===== src/rtl/rd_burst_tracker.sv =====
module rd_burst_tracker #(
  parameter int COL_W  = 10,
  parameter int LAT_W  = 5,
  parameter int QDEPTH = 4
) (
  input  logic             clk,
  input  logic             rst_n,
  input  logic             cmd_valid,
  input  logic             cmd_is_read,
  input  logic             addr_bc_sel,
  input  logic [COL_W-1:0] col_addr,
  input  logic [1:0]       mr_burst_mode,
  input  logic [LAT_W-1:0] mr_add_lat,
  input  logic [LAT_W-1:0] mr_cas_lat,
  output logic             rd_valid,
  output logic [2:0]       beat_idx,
  output logic [COL_W-1:0] beat_col_even,
  output logic [COL_W-1:0] beat_col_odd,
  output logic             preamble,
  output logic             postamble,
  output logic             last_beat,
  output logic             mode_err,
  output logic             q_overflow
);
  localparam int PTR_W  = (QDEPTH > 1) ? $clog2(QDEPTH) : 1;
  localparam int FILL_W = $clog2(QDEPTH + 1);
  localparam int CNT_W  = LAT_W + 1;

  logic [QDEPTH-1:0] e_vld;
  logic [QDEPTH-1:0] e_bc;
  logic [CNT_W-1:0]  e_cnt [QDEPTH];
  logic [COL_W-1:0]  e_col [QDEPTH];
  logic [1:0]        e_bp  [QDEPTH];
  logic [PTR_W-1:0]  rd_ptr, wr_ptr;
  logic [FILL_W-1:0] fill;
  logic              last_q, ovf_q, err_q;

  logic             is_rd, full, push, pop, bc_new, head_data, pre_any;
  logic [CNT_W-1:0] rl;
  logic [1:0]       head_bp;
  logic [COL_W-1:0] col_base;

  assign is_rd     = cmd_valid & cmd_is_read;
  assign full      = (fill == FILL_W'(QDEPTH));
  assign push      = is_rd & ~full;
  assign bc_new    = (mr_burst_mode == 2'b10) | ((mr_burst_mode == 2'b01) & ~addr_bc_sel);
  assign rl        = CNT_W'(mr_add_lat) + CNT_W'(mr_cas_lat);
  assign head_bp   = e_bp[rd_ptr];
  assign head_data = e_vld[rd_ptr] && (e_cnt[rd_ptr] == '0);
  assign pop       = head_data && (head_bp == (e_bc[rd_ptr] ? 2'd1 : 2'd3));

  always_comb begin
    pre_any = 1'b0;
    for (int i = 0; i < QDEPTH; i++)
      if (e_vld[i] && e_cnt[i] == CNT_W'(1)) pre_any = 1'b1;
  end

  assign col_base      = e_col[rd_ptr] + COL_W'({head_bp, 1'b0});
  assign rd_valid      = head_data;
  assign beat_idx      = head_data ? {head_bp, 1'b0} : 3'd0;
  assign beat_col_even = head_data ? col_base : '0;
  assign beat_col_odd  = head_data ? col_base + COL_W'(1) : '0;
  assign last_beat     = pop;
  assign preamble      = pre_any & ~head_data;
  assign postamble     = last_q & ~head_data;
  assign mode_err      = err_q;
  assign q_overflow    = ovf_q;

  function automatic logic [PTR_W-1:0] ptr_inc(input logic [PTR_W-1:0] p);
    return (p == PTR_W'(QDEPTH - 1)) ? '0 : p + PTR_W'(1);
  endfunction

  always_ff @(posedge clk or negedge rst_n) begin
    if (!rst_n) begin
      e_vld  <= '0;
      e_bc   <= '0;
      rd_ptr <= '0;
      wr_ptr <= '0;
      fill   <= '0;
      last_q <= 1'b0;
      ovf_q  <= 1'b0;
      err_q  <= 1'b0;
      for (int i = 0; i < QDEPTH; i++) begin
        e_cnt[i] <= '0;
        e_col[i] <= '0;
        e_bp[i]  <= '0;
      end
    end else begin
      for (int i = 0; i < QDEPTH; i++)
        if (e_vld[i] && e_cnt[i] != '0) e_cnt[i] <= e_cnt[i] - CNT_W'(1);
      if (head_data) begin
        if (pop) begin
          e_vld[rd_ptr] <= 1'b0;
          e_bp[rd_ptr]  <= 2'd0;
          rd_ptr        <= ptr_inc(rd_ptr);
        end else begin
          e_bp[rd_ptr]  <= head_bp + 2'd1;
        end
      end
      if (push) begin
        e_vld[wr_ptr] <= 1'b1;
        e_bc[wr_ptr]  <= bc_new;
        e_cnt[wr_ptr] <= rl - CNT_W'(1);
        e_col[wr_ptr] <= col_addr;
        e_bp[wr_ptr]  <= 2'd0;
        wr_ptr        <= ptr_inc(wr_ptr);
      end
      fill   <= fill + FILL_W'(push) - FILL_W'(pop);
      last_q <= pop;
      ovf_q  <= is_rd & full;
      err_q  <= push & (mr_burst_mode == 2'b11);
    end
  end

  AST_BEAT_STEP: assert property (@(posedge clk) disable iff (!rst_n)
    rd_valid && !last_beat |=> rd_valid && beat_idx == $past(beat_idx) + 3'd2);
  AST_LAST_CLOSE: assert property (@(posedge clk) disable iff (!rst_n)
    last_beat |=> !rd_valid || beat_idx == 3'd0);
  AST_CHOP_SHORT: assert property (@(posedge clk) disable iff (!rst_n)
    rd_valid && e_bc[rd_ptr] |-> beat_idx < 3'd4);
  AST_POST_AFTER_LAST: assert property (@(posedge clk) disable iff (!rst_n)
    postamble |-> $past(last_beat));
  AST_PRE_THEN_DATA: assert property (@(posedge clk) disable iff (!rst_n)
    preamble |=> rd_valid);
  AST_NO_OVERFLOW_WITHOUT_READ: assert property (@(posedge clk) disable iff (!rst_n)
    q_overflow |-> $past(cmd_valid && cmd_is_read));
endmodule


===== config.mk =====
export PLATFORM = sky130hd
export DESIGN_NAME = rd_burst_tracker
export DESIGN_NICKNAME = d
export VERILOG_FILES = /design/src/rtl/rd_burst_tracker.sv
export SDC_FILE = /design/constraint.sdc
export NUM_CORES = 1
export LEC_CHECK = 0
export ABC_CLOCK_PERIOD_IN_PS = 4900
export CORE_MARGIN = 1.5
export CORE_UTILIZATION = 52
export DETAILED_ROUTE_END_ITERATION = 10
export PLACE_DENSITY = 0.87
export SETUP_SLACK_MARGIN = 0.1
export SLEW_MARGIN = 20
export SYNTH_ARGS = -nofsm -noshare
export SYNTH_HDL_FRONTEND = slang
export SYNTH_SLANG_ARGS = --single-unit

===== constraint.sdc =====
create_clock -name clk -period 4.9 [get_ports clk]
set_clock_uncertainty 0.15 [all_clocks]
set_input_delay 1.47 -clock clk [delete_from_list [all_inputs] [get_ports clk]]
set_output_delay 1.47 -clock clk [all_outputs]
set_load 0.05 [all_outputs]

==> metrics.md <==
| Metric | Value |
|---|---|
| TNS Setup | -0.617 ns |
| Initial antenna violation count | 0 |
| Die width | 105 µm |
| Tcrit/Tclk final | 105% |
| Nets | roughly 730 |
| Seq/Total Area, Yosys | 41.7% |
| Dominant synthesized flop cell | dfrtp_1 |
| Worst Path Buf+Inv | 4 |
| Final WL | about 14000 µm |
| Clock buffer count from CTS | 9 |
| End-of-flow core utilization | 66.5% |
| Post-synthesis register bit count | 90 |
| FF-to-FF setup slack | between 1 and 1.5 ns |
| HPWL after DPL | just over 9000 µm |
| Gr usage total | ~25% |
| Crit path DAT | between 3 and 4 ns |
| Power Dens Cells | 533 nW/µm² |
| Post-DP Area | approximately 6300 µm² |
| CP Class | reg -> out |
| Outcome | complete, but fails checks |
| Filler cells | between 700 and 800 |
| DR vias/cell | 5.78 |
| Rows | 37 |
| CTS tree | done |
| Least-Margin Pin Slew | between 0.8 and 0.9 ns |
| Crit-path cells | buf_4 > mux4_2 > ha_4 > a21oi_2 > buf_4 > o221ai_1 > a32oi_2 > buf_4 > o31a_1 > nor3_4 > buf_12 |
| Congestion Overflow GR | 0 |
| LEAKAGE | between 3 and 4 nW |
| Layout cells sized above 1 | between 15 and 20% |
| Total power | roughly 3.6 mW |
| H-tree depth | 3 |
| Avg Inst Size Synth | 9.10 µm² |
| ANT cells | 0 |
| Crit path largest cell delay | approximately 0.55 ns |
| Drt first pass iters | 5 |
| Routability Congestion | 0.934 |
| Clk_lat worst skew | 0.36 ns |
| Total die area | roughly 11000 µm² |
| Antenna-violating nets left | 0 |
| PnR worst setup slack | -0.260 ns |
| Core box area | between 10000 and 15000 µm² |
| Residual DRC count | 0 |
| Slowest CP cell | mux4_2 |
| Worst-path fanout max | 6 |
| Finish-stage setup viols | 3 |
| Crit path time final | 5.16 ns |
| Mapped Nets | 658 |
| Chip height | about 100 µm |
| Startpoint Class | flip-flop |
| Hold Fails Final Rpt | 0 |
| Starting Density | a little over half |
| Asr flop ratio synth | 100% |
| Initial DRC count | 526 |
| Peak supply drop | 203 µV |
| RSZ-0062 raised after global routing | yes |
| Cell family with most CP delay | compound AO/OA/AOI/OAI gates |
| First-pass GRT wire length | between 20000 and 25000 µm |
| Failing checks | negative setup slack |
| CTS max path bufs | 2 |
| I/O Buffers | 54 |
| Synth Warn # | 0 |
| Fmax | about 190 MHz |
| Worst min path class | reg -> reg |
| Post-Syn Area | 5400 µm² |
| Slew Viols, Final | 0 |
| Most used cell along the critical path | buf_4 |
| Area growth syn-to-layout | 25.3% |
| IO Count | 56 |
| WL/cell | between 15 and 20 µm |
| Via count | 4647 |
| Unique masters post-synth | 52 |
| # hold bufs at CTS | 0 |
| Clk sink count | 90 |
| CTS Root Cell | clkbuf_8 |
| CP Data Required Time | 3.28 ns |
| CP Capture Type | output port |
| Clk slew on worst S/H paths | ~0.090 ns |
| Slew margin rel. | between 40% and 50% |
| Post-synth EDFFs | 0 |
| Vias in the first global route | roughly 4600 |
| Mapped Cells | between 500 and 600 |
| Largest net degree at the start of global routing | 91 |
| Max cap viols | 0 |
| Fin area | about 6800 µm² |
stage by stage:
stage	hold WS [ns]	worst slack [ns]	cells
global placement	0.302	0.231	769
detailed placement	0.312	0.0830	769
global route	0.358	-0.388	804
floorplan	0.290	0.0741	594
finish	0.336	-0.260	804
CTS	0.333	-0.0555	791
what timing repair did:
action / CTS / global route
endpoints found under the setup margin: 6 / 6
pin swaps: 3 / 15
setup buffers: 6 / 14
gates resized for setup: 7 / 18
metal layers:
layer	wire, µm	GRT usage [%]	part of all wire [%]
met1	5480	31.8	39
met2	7090	41.6	50
met3	1100	6.36	7.8
met4	393	10.6	2.8
met5	0	0	0
cell usage in the layout, fill, tap and decap left out, drive strengths merged, types with 2 or more instances in the layout:
cell type,netlist,layout
nand2,168,168
dfrtp,90,90
buf,10,53
inv,41,41
nor2,36,36
ha,34,34
o21ai,33,33
clkdlybuf4s50,0,28
xor2,22,22
xnor2,15,15
nor3,15,15
mux4,13,13
a21oi,13,13
clkbuf,14,13
and2,12,12
mux2i,11,11
nand3,10,10
nor4,7,7
or3,6,6
a31oi,5,5
a21boi,4,4
a21o,3,3
or4,3,3
nand4,3,3
and3,3,3
mux2,3,3
fa,3,3
o31a,2,2
nand2b,2,2
clkinv,0,2
logic make-up (layout without fill, tap and decap cells):
| kind of cell | Yosys count | count (layout) | share of synthesized area, % |
|---|---|---|---|
| compound gates | 67 | 67 | 7.43 |
| flops | 90 | 90 | 41.7 |
| buf+inv | 65 | 139 | 5.07 |
| mux | 27 | 27 | 8.08 |
| xor+xnor | 37 | 37 | 6.27 |
| other cells | 1 | 1 | 0.0694 |
| fa+ha+maj | 37 | 37 | 8.98 |
| simple gates | 270 | 270 | 22.4 |
worst register-to-register path: stages (launching register included):
cell and delay, ns:
dfrtp_1 0.44, nor4_2 0.41, nand3_1 0.18, mux4_2 0.57
buf_4 0.18, nor3_4 0.17, buf_4 0.24, ha_1 0.26
inv_1 0.05, ha_1 0.13, inv_1 0.05, fa_1 0.38
xnor2_1 0.19, xnor2_1 0.14
flip-flops by register name, summed over array words and instances, names as in the netlist:
signal      count
last_q          1
e_bp            8
fill            3
e_cnt          24
mode_err        1
q_overflow      1
wr_ptr          2
e_vld           4
rd_ptr          2
e_col          40
e_bc            4
Yosys cell counts, types with 2 or more instances:
cell | count | area [µm²]
mux2_2 | 2 | 22.5
and2_1 | 12 | 75.1
nor4_1 | 2 | 12.5
nor3_1 | 14 | 70.1
nor4_2 | 5 | 62.6
mux4_2 | 13 | 293
nand2_1 | 168 | 631
a21boi_0 | 4 | 30.0
and3_1 | 2 | 12.5
a21o_1 | 3 | 22.5
or3_1 | 6 | 37.5
or4_1 | 3 | 22.5
dfrtp_1 | 90 | 2250
xor2_1 | 20 | 175
xor2_2 | 2 | 32.5
nand2b_1 | 2 | 12.5
fa_1 | 3 | 60.1
buf_4 | 5 | 37.5
xnor2_1 | 15 | 131
o31a_1 | 2 | 17.5
a21oi_1 | 13 | 65.1
mux2i_1 | 11 | 110
ha_1 | 34 | 425
clkbuf_1 | 14 | 52.6
nand4_1 | 3 | 18.8
nor2_1 | 36 | 135
nand3_1 | 10 | 50.1
a31oi_1 | 5 | 31.3
inv_1 | 40 | 150
o21ai_0 | 31 | 155
buf_2 | 3 | 15.0
power by group:
group | total (mW) | leakage, nW | switching (mW) | internal, mW
Sequential | 1.37 | 1.10 | 0.283 | 1.08
Combinational | 1.73 | 1.91 | 0.987 | 0.747
Clock | 0.512 | 0.0966 | 0.261 | 0.250
Total | 3.61 | 3.11 | 1.53 | 2.08
worst paths after layout:
check | depth (start not counted) | from | to
min reg2reg | 2 | e_col[16] | e_col[16]
min | 2 | e_col[16] | e_col[16]
max reg2reg | 13 | e_cnt[14] | fill[2]
max in group asynchronous | 1 | rst_n | rd_ptr[1]
max | 11 | rd_ptr[0] | beat_col_odd[8]
min in group asynchronous | 1 | rst_n | e_col[23]
final cells by class:
class	instances	area (µm²)	area share, %
Multi-Input combinational cell	439	3090	45.6
Sequential cell	90	2250	33.3
Timing Repair Buffer	82	910	13.4
Tap cell	136	170	2.51
Inverter	41	154	2.27
Clock buffer	12	145	2.14
Clock inverter	4	51.3	0.757
No activity file was read; power rests on OpenSTA's default activity.
